[src/rtl/icache_pkg.sv]
package icache_pkg;

  localparam int unsigned NUM_WAYS = 2;

  typedef enum logic {
    ST_LOOKUP = 1'b0,
    ST_FILL   = 1'b1
  } ctl_state_e;

  // Empty way first (way 0 before way 1), otherwise the way the LRU pointer names.
  function automatic logic choose_victim(input logic way0_valid,
                                         input logic way1_valid,
                                         input logic lru_way);
    if (!way0_valid) return 1'b0;
    if (!way1_valid) return 1'b1;
    return lru_way;
  endfunction

  // After a way is used, the other way becomes the replacement candidate.
  function automatic logic lru_after_use(input logic used_way);
    return ~used_way;
  endfunction

endpackage

[src/rtl/icache_tag_array.sv]
module icache_tag_array
  import icache_pkg::*;
#(
  parameter int unsigned INDEX_W = 4,
  parameter int unsigned TAG_W   = 12,
  localparam int unsigned SETS   = 1 << INDEX_W
) (
  input  logic                             clk,
  input  logic                             rst_n,
  input  logic                             flush,
  input  logic [INDEX_W-1:0]               rd_set,
  output logic [NUM_WAYS-1:0][TAG_W-1:0]   rd_tag,
  input  logic                             touch_en,
  input  logic [INDEX_W-1:0]               touch_set,
  input  logic                             touch_way,
  input  logic                             fill_en,
  input  logic [INDEX_W-1:0]               fill_set,
  input  logic                             fill_way,
  input  logic [TAG_W-1:0]                 fill_tag,
  output logic [NUM_WAYS*SETS-1:0]         valid_state,
  output logic [SETS-1:0]                  lru_state
);

  logic [SETS-1:0] lru_q;

  for (genvar w = 0; w < NUM_WAYS; w++) begin : g_way
    logic [SETS-1:0]  valid_q;
    logic [TAG_W-1:0] tag_q [SETS];
    logic             sel_fill;

    assign sel_fill = fill_en && (fill_way == 1'(w));

    always_ff @(posedge clk) begin
      if (!rst_n) begin
        valid_q <= '0;
      end else if (flush) begin
        valid_q <= '0;
      end else if (sel_fill) begin
        valid_q[fill_set] <= 1'b1;
      end
    end

    always_ff @(posedge clk) begin
      if (sel_fill && !flush) begin
        tag_q[fill_set] <= fill_tag;
      end
    end

    assign rd_tag[w]                     = tag_q[rd_set];
    assign valid_state[w*SETS +: SETS]   = valid_q;
  end

  always_ff @(posedge clk) begin
    if (!rst_n) begin
      lru_q <= '0;
    end else if (flush) begin
      lru_q <= '0;
    end else if (fill_en) begin
      lru_q[fill_set] <= lru_after_use(fill_way);
    end else if (touch_en) begin
      lru_q[touch_set] <= lru_after_use(touch_way);
    end
  end

  assign lru_state = lru_q;

endmodule

[src/rtl/icache_data_array.sv]
module icache_data_array
  import icache_pkg::*;
#(
  parameter int unsigned INDEX_W = 4,
  parameter int unsigned DATA_W  = 32,
  localparam int unsigned SETS   = 1 << INDEX_W
) (
  input  logic                             clk,
  input  logic [INDEX_W-1:0]               rd_set,
  output logic [NUM_WAYS-1:0][DATA_W-1:0]  rd_data,
  input  logic                             wr_en,
  input  logic [INDEX_W-1:0]               wr_set,
  input  logic                             wr_way,
  input  logic [DATA_W-1:0]                wr_data
);

  for (genvar w = 0; w < NUM_WAYS; w++) begin : g_way
    logic [DATA_W-1:0] word_q [SETS];

    always_ff @(posedge clk) begin
      if (wr_en && (wr_way == 1'(w))) begin
        word_q[wr_set] <= wr_data;
      end
    end

    assign rd_data[w] = word_q[rd_set];
  end

endmodule

[src/rtl/icache_ctrl.sv]
module icache_ctrl
  import icache_pkg::*;
#(
  parameter int unsigned ADDR_W = 16
) (
  input  logic              clk,
  input  logic              rst_n,
  input  logic              fetch_req,
  input  logic [ADDR_W-1:0] fetch_addr,
  input  logic              conflict,
  input  logic              freeze,
  input  logic              lookup_hit,
  input  logic              victim_way,
  input  logic              victim_valid,
  output logic              fill_cycle,
  output logic [ADDR_W-1:0] fill_addr,
  output logic              fill_way,
  output logic              fill_load,
  output logic              hit_evt,
  output logic              miss_evt,
  output logic              evict_evt,
  output logic              touch_en,
  output logic              stall
);

  ctl_state_e        state_q;
  logic [ADDR_W-1:0] fill_addr_q;
  logic              fill_way_q;
  logic              fill_load_q;
  logic              lookup_active;

  assign lookup_active = (state_q == ST_LOOKUP) && fetch_req && conflict;
  assign hit_evt       = lookup_active && lookup_hit;
  assign miss_evt      = lookup_active && !lookup_hit;
  assign evict_evt     = miss_evt && !freeze && victim_valid;
  assign touch_en      = hit_evt && !freeze;
  assign stall         = miss_evt;
  assign fill_cycle    = (state_q == ST_FILL);

  always_ff @(posedge clk) begin
    if (!rst_n) begin
      state_q     <= ST_LOOKUP;
      fill_addr_q <= '0;
      fill_way_q  <= 1'b0;
      fill_load_q <= 1'b0;
    end else begin
      case (state_q)
        ST_LOOKUP: begin
          if (miss_evt) begin
            state_q     <= ST_FILL;
            fill_addr_q <= fetch_addr;
            fill_way_q  <= victim_way;
            fill_load_q <= !freeze;
          end
        end
        default: begin
          state_q     <= ST_LOOKUP;
          fill_load_q <= 1'b0;
        end
      endcase
    end
  end

  assign fill_addr = fill_addr_q;
  assign fill_way  = fill_way_q;
  assign fill_load = fill_load_q;

endmodule

[src/rtl/pm_conflict_icache.sv]
module pm_conflict_icache
  import icache_pkg::*;
#(
  parameter int unsigned ADDR_W  = 16,
  parameter int unsigned DATA_W  = 32,
  parameter int unsigned INDEX_W = 4
) (
  input  logic              clk,
  input  logic              rst_n,
  input  logic              flush,
  input  logic              fetch_req,
  input  logic [ADDR_W-1:0] fetch_addr,
  input  logic              conflict,
  input  logic              freeze,
  output logic              pm_rd,
  output logic [ADDR_W-1:0] pm_addr,
  input  logic [DATA_W-1:0] pm_rdata,
  output logic [DATA_W-1:0] instr_out,
  output logic              instr_valid,
  output logic              stall,
  output logic              hit_evt,
  output logic              miss_evt,
  output logic              evict_evt
);

  localparam int unsigned SETS  = 1 << INDEX_W;
  localparam int unsigned TAG_W = ADDR_W - INDEX_W;

  // Lookup side
  logic [INDEX_W-1:0]               lookup_set;
  logic [TAG_W-1:0]                 lookup_tag;
  logic [NUM_WAYS-1:0][TAG_W-1:0]   way_tag;
  logic [NUM_WAYS-1:0][DATA_W-1:0]  way_data;
  logic [NUM_WAYS-1:0]              way_valid;
  logic [NUM_WAYS-1:0]              way_hit;
  logic                             lookup_hit;
  logic                             hit_way;
  logic                             lookup_lru;
  logic                             victim_way;
  logic                             victim_valid;

  // State views and events, named for the checker
  logic [NUM_WAYS*SETS-1:0]         valid_state;
  logic [SETS-1:0]                  lru_state;
  logic                             fill_cycle;
  logic                             touch_en;

  // Fill side
  logic [ADDR_W-1:0]                fill_addr;
  logic                             fill_way;
  logic                             fill_load;
  logic                             fill_wr;
  logic [INDEX_W-1:0]               fill_set;
  logic [TAG_W-1:0]                 fill_tag;

  assign lookup_set = fetch_addr[INDEX_W-1:0];
  assign lookup_tag = fetch_addr[ADDR_W-1:INDEX_W];
  assign fill_set   = fill_addr[INDEX_W-1:0];
  assign fill_tag   = fill_addr[ADDR_W-1:INDEX_W];
  assign fill_wr    = fill_cycle && fill_load && !flush;

  for (genvar w = 0; w < NUM_WAYS; w++) begin : g_cmp
    logic [SETS-1:0] valid_slice;
    assign valid_slice  = valid_state[w*SETS +: SETS];
    assign way_valid[w] = valid_slice[lookup_set];
    assign way_hit[w]   = way_valid[w] && (way_tag[w] == lookup_tag);
  end

  assign lookup_hit   = |way_hit;
  assign hit_way      = way_hit[1];
  assign lookup_lru   = lru_state[lookup_set];
  assign victim_way   = choose_victim(way_valid[0], way_valid[1], lookup_lru);
  assign victim_valid = way_valid[victim_way];

  icache_tag_array #(
    .INDEX_W (INDEX_W),
    .TAG_W   (TAG_W)
  ) u_tags (
    .clk         (clk),
    .rst_n       (rst_n),
    .flush       (flush),
    .rd_set      (lookup_set),
    .rd_tag      (way_tag),
    .touch_en    (touch_en),
    .touch_set   (lookup_set),
    .touch_way   (hit_way),
    .fill_en     (fill_wr),
    .fill_set    (fill_set),
    .fill_way    (fill_way),
    .fill_tag    (fill_tag),
    .valid_state (valid_state),
    .lru_state   (lru_state)
  );

  icache_data_array #(
    .INDEX_W (INDEX_W),
    .DATA_W  (DATA_W)
  ) u_data (
    .clk     (clk),
    .rd_set  (lookup_set),
    .rd_data (way_data),
    .wr_en   (fill_wr),
    .wr_set  (fill_set),
    .wr_way  (fill_way),
    .wr_data (pm_rdata)
  );

  icache_ctrl #(
    .ADDR_W (ADDR_W)
  ) u_ctrl (
    .clk          (clk),
    .rst_n        (rst_n),
    .fetch_req    (fetch_req),
    .fetch_addr   (fetch_addr),
    .conflict     (conflict),
    .freeze       (freeze),
    .lookup_hit   (lookup_hit),
    .victim_way   (victim_way),
    .victim_valid (victim_valid),
    .fill_cycle   (fill_cycle),
    .fill_addr    (fill_addr),
    .fill_way     (fill_way),
    .fill_load    (fill_load),
    .hit_evt      (hit_evt),
    .miss_evt     (miss_evt),
    .evict_evt    (evict_evt),
    .touch_en     (touch_en),
    .stall        (stall)
  );

  // Bus and delivery steering
  always_comb begin
    pm_rd       = 1'b0;
    pm_addr     = '0;
    instr_out   = '0;
    instr_valid = 1'b0;
    if (fill_cycle) begin
      pm_rd       = 1'b1;
      pm_addr     = fill_addr;
      instr_out   = pm_rdata;
      instr_valid = 1'b1;
    end else if (fetch_req && !conflict) begin
      pm_rd       = 1'b1;
      pm_addr     = fetch_addr;
      instr_out   = pm_rdata;
      instr_valid = 1'b1;
    end else if (hit_evt) begin
      instr_out   = way_data[hit_way];
      instr_valid = 1'b1;
    end
  end

endmodule

[config.mk]
export PLATFORM = sky130hd
export DESIGN_NAME = pm_conflict_icache
export DESIGN_NICKNAME = d
export VERILOG_FILES = /design/src/rtl/icache_pkg.sv /design/src/rtl/icache_tag_array.sv /design/src/rtl/icache_data_array.sv /design/src/rtl/icache_ctrl.sv /design/src/rtl/pm_conflict_icache.sv
export SDC_FILE = /design/constraint.sdc
export NUM_CORES = 2
export LEC_CHECK = 0
export ABC_AREA = 1
export CAP_MARGIN = 10
export CORE_ASPECT_RATIO = 1.25
export CORE_MARGIN = 4
export CORE_UTILIZATION = 40
export CTS_CLUSTER_SIZE = 8
export DETAILED_ROUTE_END_ITERATION = 10
export PLACE_DENSITY = 0.66
export REMOVE_ABC_BUFFERS = 1
export SETUP_SLACK_MARGIN = 0.1
export SLEW_MARGIN = 30
export SYNTH_ARGS = -nofsm -noshare
export SYNTH_HDL_FRONTEND = slang
export SYNTH_SLANG_ARGS = --single-unit
[constraint.sdc]
create_clock -name clk -period 4.65 [get_ports clk]
set_input_delay 0.93 -clock clk [delete_from_list [all_inputs] [get_ports clk]]
set_output_delay 0.93 -clock clk [all_outputs]
set_load 0.1 [all_outputs]
==> metrics.md <==
| Metric | Value |
|---|---|
| Number of iterations in the first detailed-routing pass | `6` |
| Antenna Diode Count | `0` |
| Max-cap violation count | `0` |
| Number of distinct library cell variants in the gate-level netlist after synthesis | `36` |
| Critical path capture point type | `output pin` |
| Synthesized area divided by synthesized cell count | `13.4 um^2` |
| Count of boundary I/O pins | `108` |
| Crit path launch type | `input port` |
| Min cycle time layout | `4.70 ns` |
| Seq pwr share | `49.1%` |
| Combinational share of power | `6.5%` |
| Buffers from clock root to sink, at most | `3` |
| Violations in the final reports | `setup timing` |
| Via count normalized by instance count | `5.77` |
| Power density over cell area | `426 nW/um^2` |
| Number of buffers created by CTS | `203` |
| Async set-or-reset flop fraction in the synthesized netlist | `0%` |
| Count of flip-flops with a built-in enable after synthesis | `1,408` |
| Syn Inst Count | `4,242` |
| Worst-Margin Slew | `1.01 ns` |
| Result of the run | `complete, but fails checks` |
| Post-detailed-placement half-perimeter wirelength | `90.9 mm` |
| Filler instances | `11.6k` |
| Setup repair after global routing missed its margin | `true` |
| Final hold violations | `0` |
| Ratio of final minimum period to clock period | `101%` |
| Final estimated routing congestion in global placement | `0.944` |
| Die Y | `429 um` |
| Wire length of the first global-routing pass | `240 mm` |
| Worst-path clk slew | `0.05 ns` |
| Residual DRC | `0` |
| Width of the die | `345 um` |
| Cell types occupying the most area after synthesis | `sky130_fd_sc_hd__edfxtp_1 75%, sky130_fd_sc_hd__nand2_1 7.4%, sky130_fd_sc_hd__o22ai_1 4.9%` |
| CTS Hold Buffers Added | `0` |
| Antenna-violating nets left | `0` |
| Die footprint | `148,000 um^2` |
| Total number of placement rows | `154` |
| Fraction of layout instances using a drive strength above 1 | `16.9%` |
| Area of the core | `141,000 um^2` |
| Max frequency | `0.213 GHz` |
| Largest net degree at the start of global routing | `94` |
| Most common flop cell mapped by yosys | `sky130_fd_sc_hd__edfxtp_1` |
| Tightest Hold Check Type | `register to register` |
| Starting density of the core | `40.2%` |
| Overall power consumption | `29.7 mW` |
| Share of the yosys chip area belonging to registers | `77.0%` |
| Library cell with the highest instance count after synthesis | `sky130_fd_sc_hd__edfxtp_1` |
| VDD IR max | `0.332 mV` |
| Area Overhead vs Synth | `23.3%` |
| YS warnings | `0` |
| Netlist area before placement | `56,700 um^2` |
| Total Routed Length | `167 mm` |
| Final setup TNS | `-0.168 ns` |
| Overall Global Routing Usage | `21.8%` |
| Routed len/inst | `25.3 um` |
| Number of nets at the end of the flow | `4,721` |
| Number of global-route vias before repair | `36.7k` |
| Top cells by count, synth | `1,408 x sky130_fd_sc_hd__edfxtp_1, 1,111 x sky130_fd_sc_hd__nand2_1, 448 x sky130_fd_sc_hd__o22ai_1` |
| Category of the critical setup timing path | `input port to output pin` |
| Portion of synthesized cell area occupied by the leading cell type | `74.6%` |
| Max FO, Critical Path | `41` |
| Deepest level of the CTS H-tree | `4` |
| Number of max-slew violations in the final report | `0` |
| Internal power component | `23.1 mW` |
| Dominant cell type by area after synthesis | `sky130_fd_sc_hd__edfxtp_1` |
| Sw Ratio | `22.3%` |
| Clock Skews | `0.0464 ns` |
| Crit path required time | `3.72 ns` |
| Root buffer cell | `sky130_fd_sc_hd__clkbuf_16` |
| DR iter-0 viols | `5,131` |
| Num Clock Sinks | `1,475` |
| CTS tree | `done` |
| Number of port buffers | `107` |
| Final core utilization | `49.6%` |
| Final global-route overflow total | `0` |
| Via count of the routed design | `38.0k` |
| Worst-skew pair later-pin latency | `0.82 ns` |
| Clock group share of total power | `44.4%` |
| Setup slack of the critical path after layout | `-0.0502 ns` |
| Arr. time, crit path | `3.77 ns` |
| Net switching power | `6.64 mW` |
| Number of storage elements in the synthesis netlist | `1,475` |
| Headroom to the max-slew limit | `32.5%` |
| Leakage power total | `24.3 nW` |
| Count of final setup violators | `6` |
| Antenna violations before repair | `2` |
## registers in the layout (all words and copies together) (netlist names)
register / flops
u_ctrl.fill_load: 1
u_tags.g_way.valid_q: 32
u_tags.lru_state: 16
u_data.g_way.word_q: 1024
u_ctrl.fill_cycle: 1
u_tags.g_way.tag_q: 384
u_ctrl.fill_way: 1
u_ctrl.fill_addr: 16
## critical path, stage by stage
cell and delay (ns):
sky130_fd_sc_hd__buf_16 0.15, sky130_fd_sc_hd__buf_6 0.15, sky130_fd_sc_hd__nand2_4 0.11, sky130_fd_sc_hd__buf_4 0.40, sky130_fd_sc_hd__buf_6 0.39, sky130_fd_sc_hd__o22ai_1 0.12, sky130_fd_sc_hd__o21ai_0 0.17, sky130_fd_sc_hd__nand2_1 0.09
sky130_fd_sc_hd__a221oi_1 0.47, sky130_fd_sc_hd__nand2_1 0.13, sky130_fd_sc_hd__o21ai_2 0.12, sky130_fd_sc_hd__nand2_4 0.06, sky130_fd_sc_hd__a21oi_2 0.12, sky130_fd_sc_hd__buf_4 0.13, sky130_fd_sc_hd__buf_12 0.16
## cell type report
class | count | area (um^2) | area share [%]
timing repair buffer | 472 | 5560 | 7.96
clock inverter | 17 | 354 | 0.507
multi-input combinational | 2451 | 12400 | 17.8
sequential | 1475 | 43600 | 62.4
tap | 1872 | 2340 | 3.35
clock buffer | 244 | 5260 | 7.52
inverter | 64 | 319 | 0.457
## routing by layer
| layer | track usage (%) | vias to the layer above | routed length (um) | share of wire [%] |
|---|---|---|---|---|
| met5 | 0 | - | 10 | 0.0060 |
| met4 | 9.50 | 2 | 7300 | 4.4 |
| met3 | 4.44 | 412 | 17000 | 10 |
| met2 | 35.0 | 2293 | 80100 | 48 |
| met1 | 28.8 | 18735 | 62800 | 38 |
| li1 | - | 16594 | - | - |
## cells by family (layout without fill, tap and decap cells)
kind of cell	after synthesis	after routing	share of synthesized area, %
buffers and inverters	316	797	2.51
flip-flops	1475	1475	77.0
AND/OR/NAND/NOR	1497	1497	10.4
AO/OA/AOI/OAI	954	954	10.1
## stage by stage
| stage | instance area [um^2] | hold WS, ns | setup WS, ns | std cells |
|---|---|---|---|---|
| 6_report | 69900 | 0.467 | -0.0502 | 6595 |
| 5_1_grt | 69900 | 0.474 | -0.122 | 6595 |
| 4_1_cts | 69300 | 0.469 | 0.00598 | 6585 |
| 3_5_place_dp | 62900 | 0.458 | -0.478 | 6293 |
| 3_3_place_gp | 62900 | 0.446 | -0.501 | 6293 |
| 2_1_floorplan | 55500 | 0.437 | -7.14 | 3990 |
## final timing paths
path	start	endpoint	slack, ns	depth (start not counted)
worst min register to register	u_tags.g_way[0].valid_q[0]	u_tags.g_way[0].valid_q[0]	0.47	2
worst max register to register	u_ctrl.fill_cycle	u_data.g_way[0].word_q[10][13]	1.42	6
worst min-delay path	u_tags.g_way[0].valid_q[0]	u_tags.g_way[0].valid_q[0]	0.47	2
worst max-delay path	fetch_addr[0]	instr_out[9]	-0.05	15
## power groups by stage
stage          clock [mW]  sequential, mW  combinational [mW]
2_1_floorplan           0            14.9               0.839
3_5_place_dp            0            14.8                1.78
5_1_grt              14.0            14.6                2.03
3_3_place_gp            0            14.8                1.76
6_report             13.2            14.6                1.93
4_1_cts              13.4            14.6                1.84
## placed cells by master, fill, tap and decap left out, drive strengths merged, types with 32 or more instances in the layout
cell and n:
a21oi 71, buf 414, clkbuf 252, clkdlybuf4s50 49, dfxtp 67, edfxtp 1408, inv 65, nand2 1115
nand3 90, nand4 48, nor2 232, o21ai 329, o221ai 32, o22a 32, o22ai 448
## repair_timing
action                     4_1_cts  5_1_grt
buffers inserted                23        4
setup endpoints to repair       36       37
resized for setup              134       83
pin swaps                       32       48
cloned                           8        7
No activity file was read; power rests on OpenSTA's default activity.
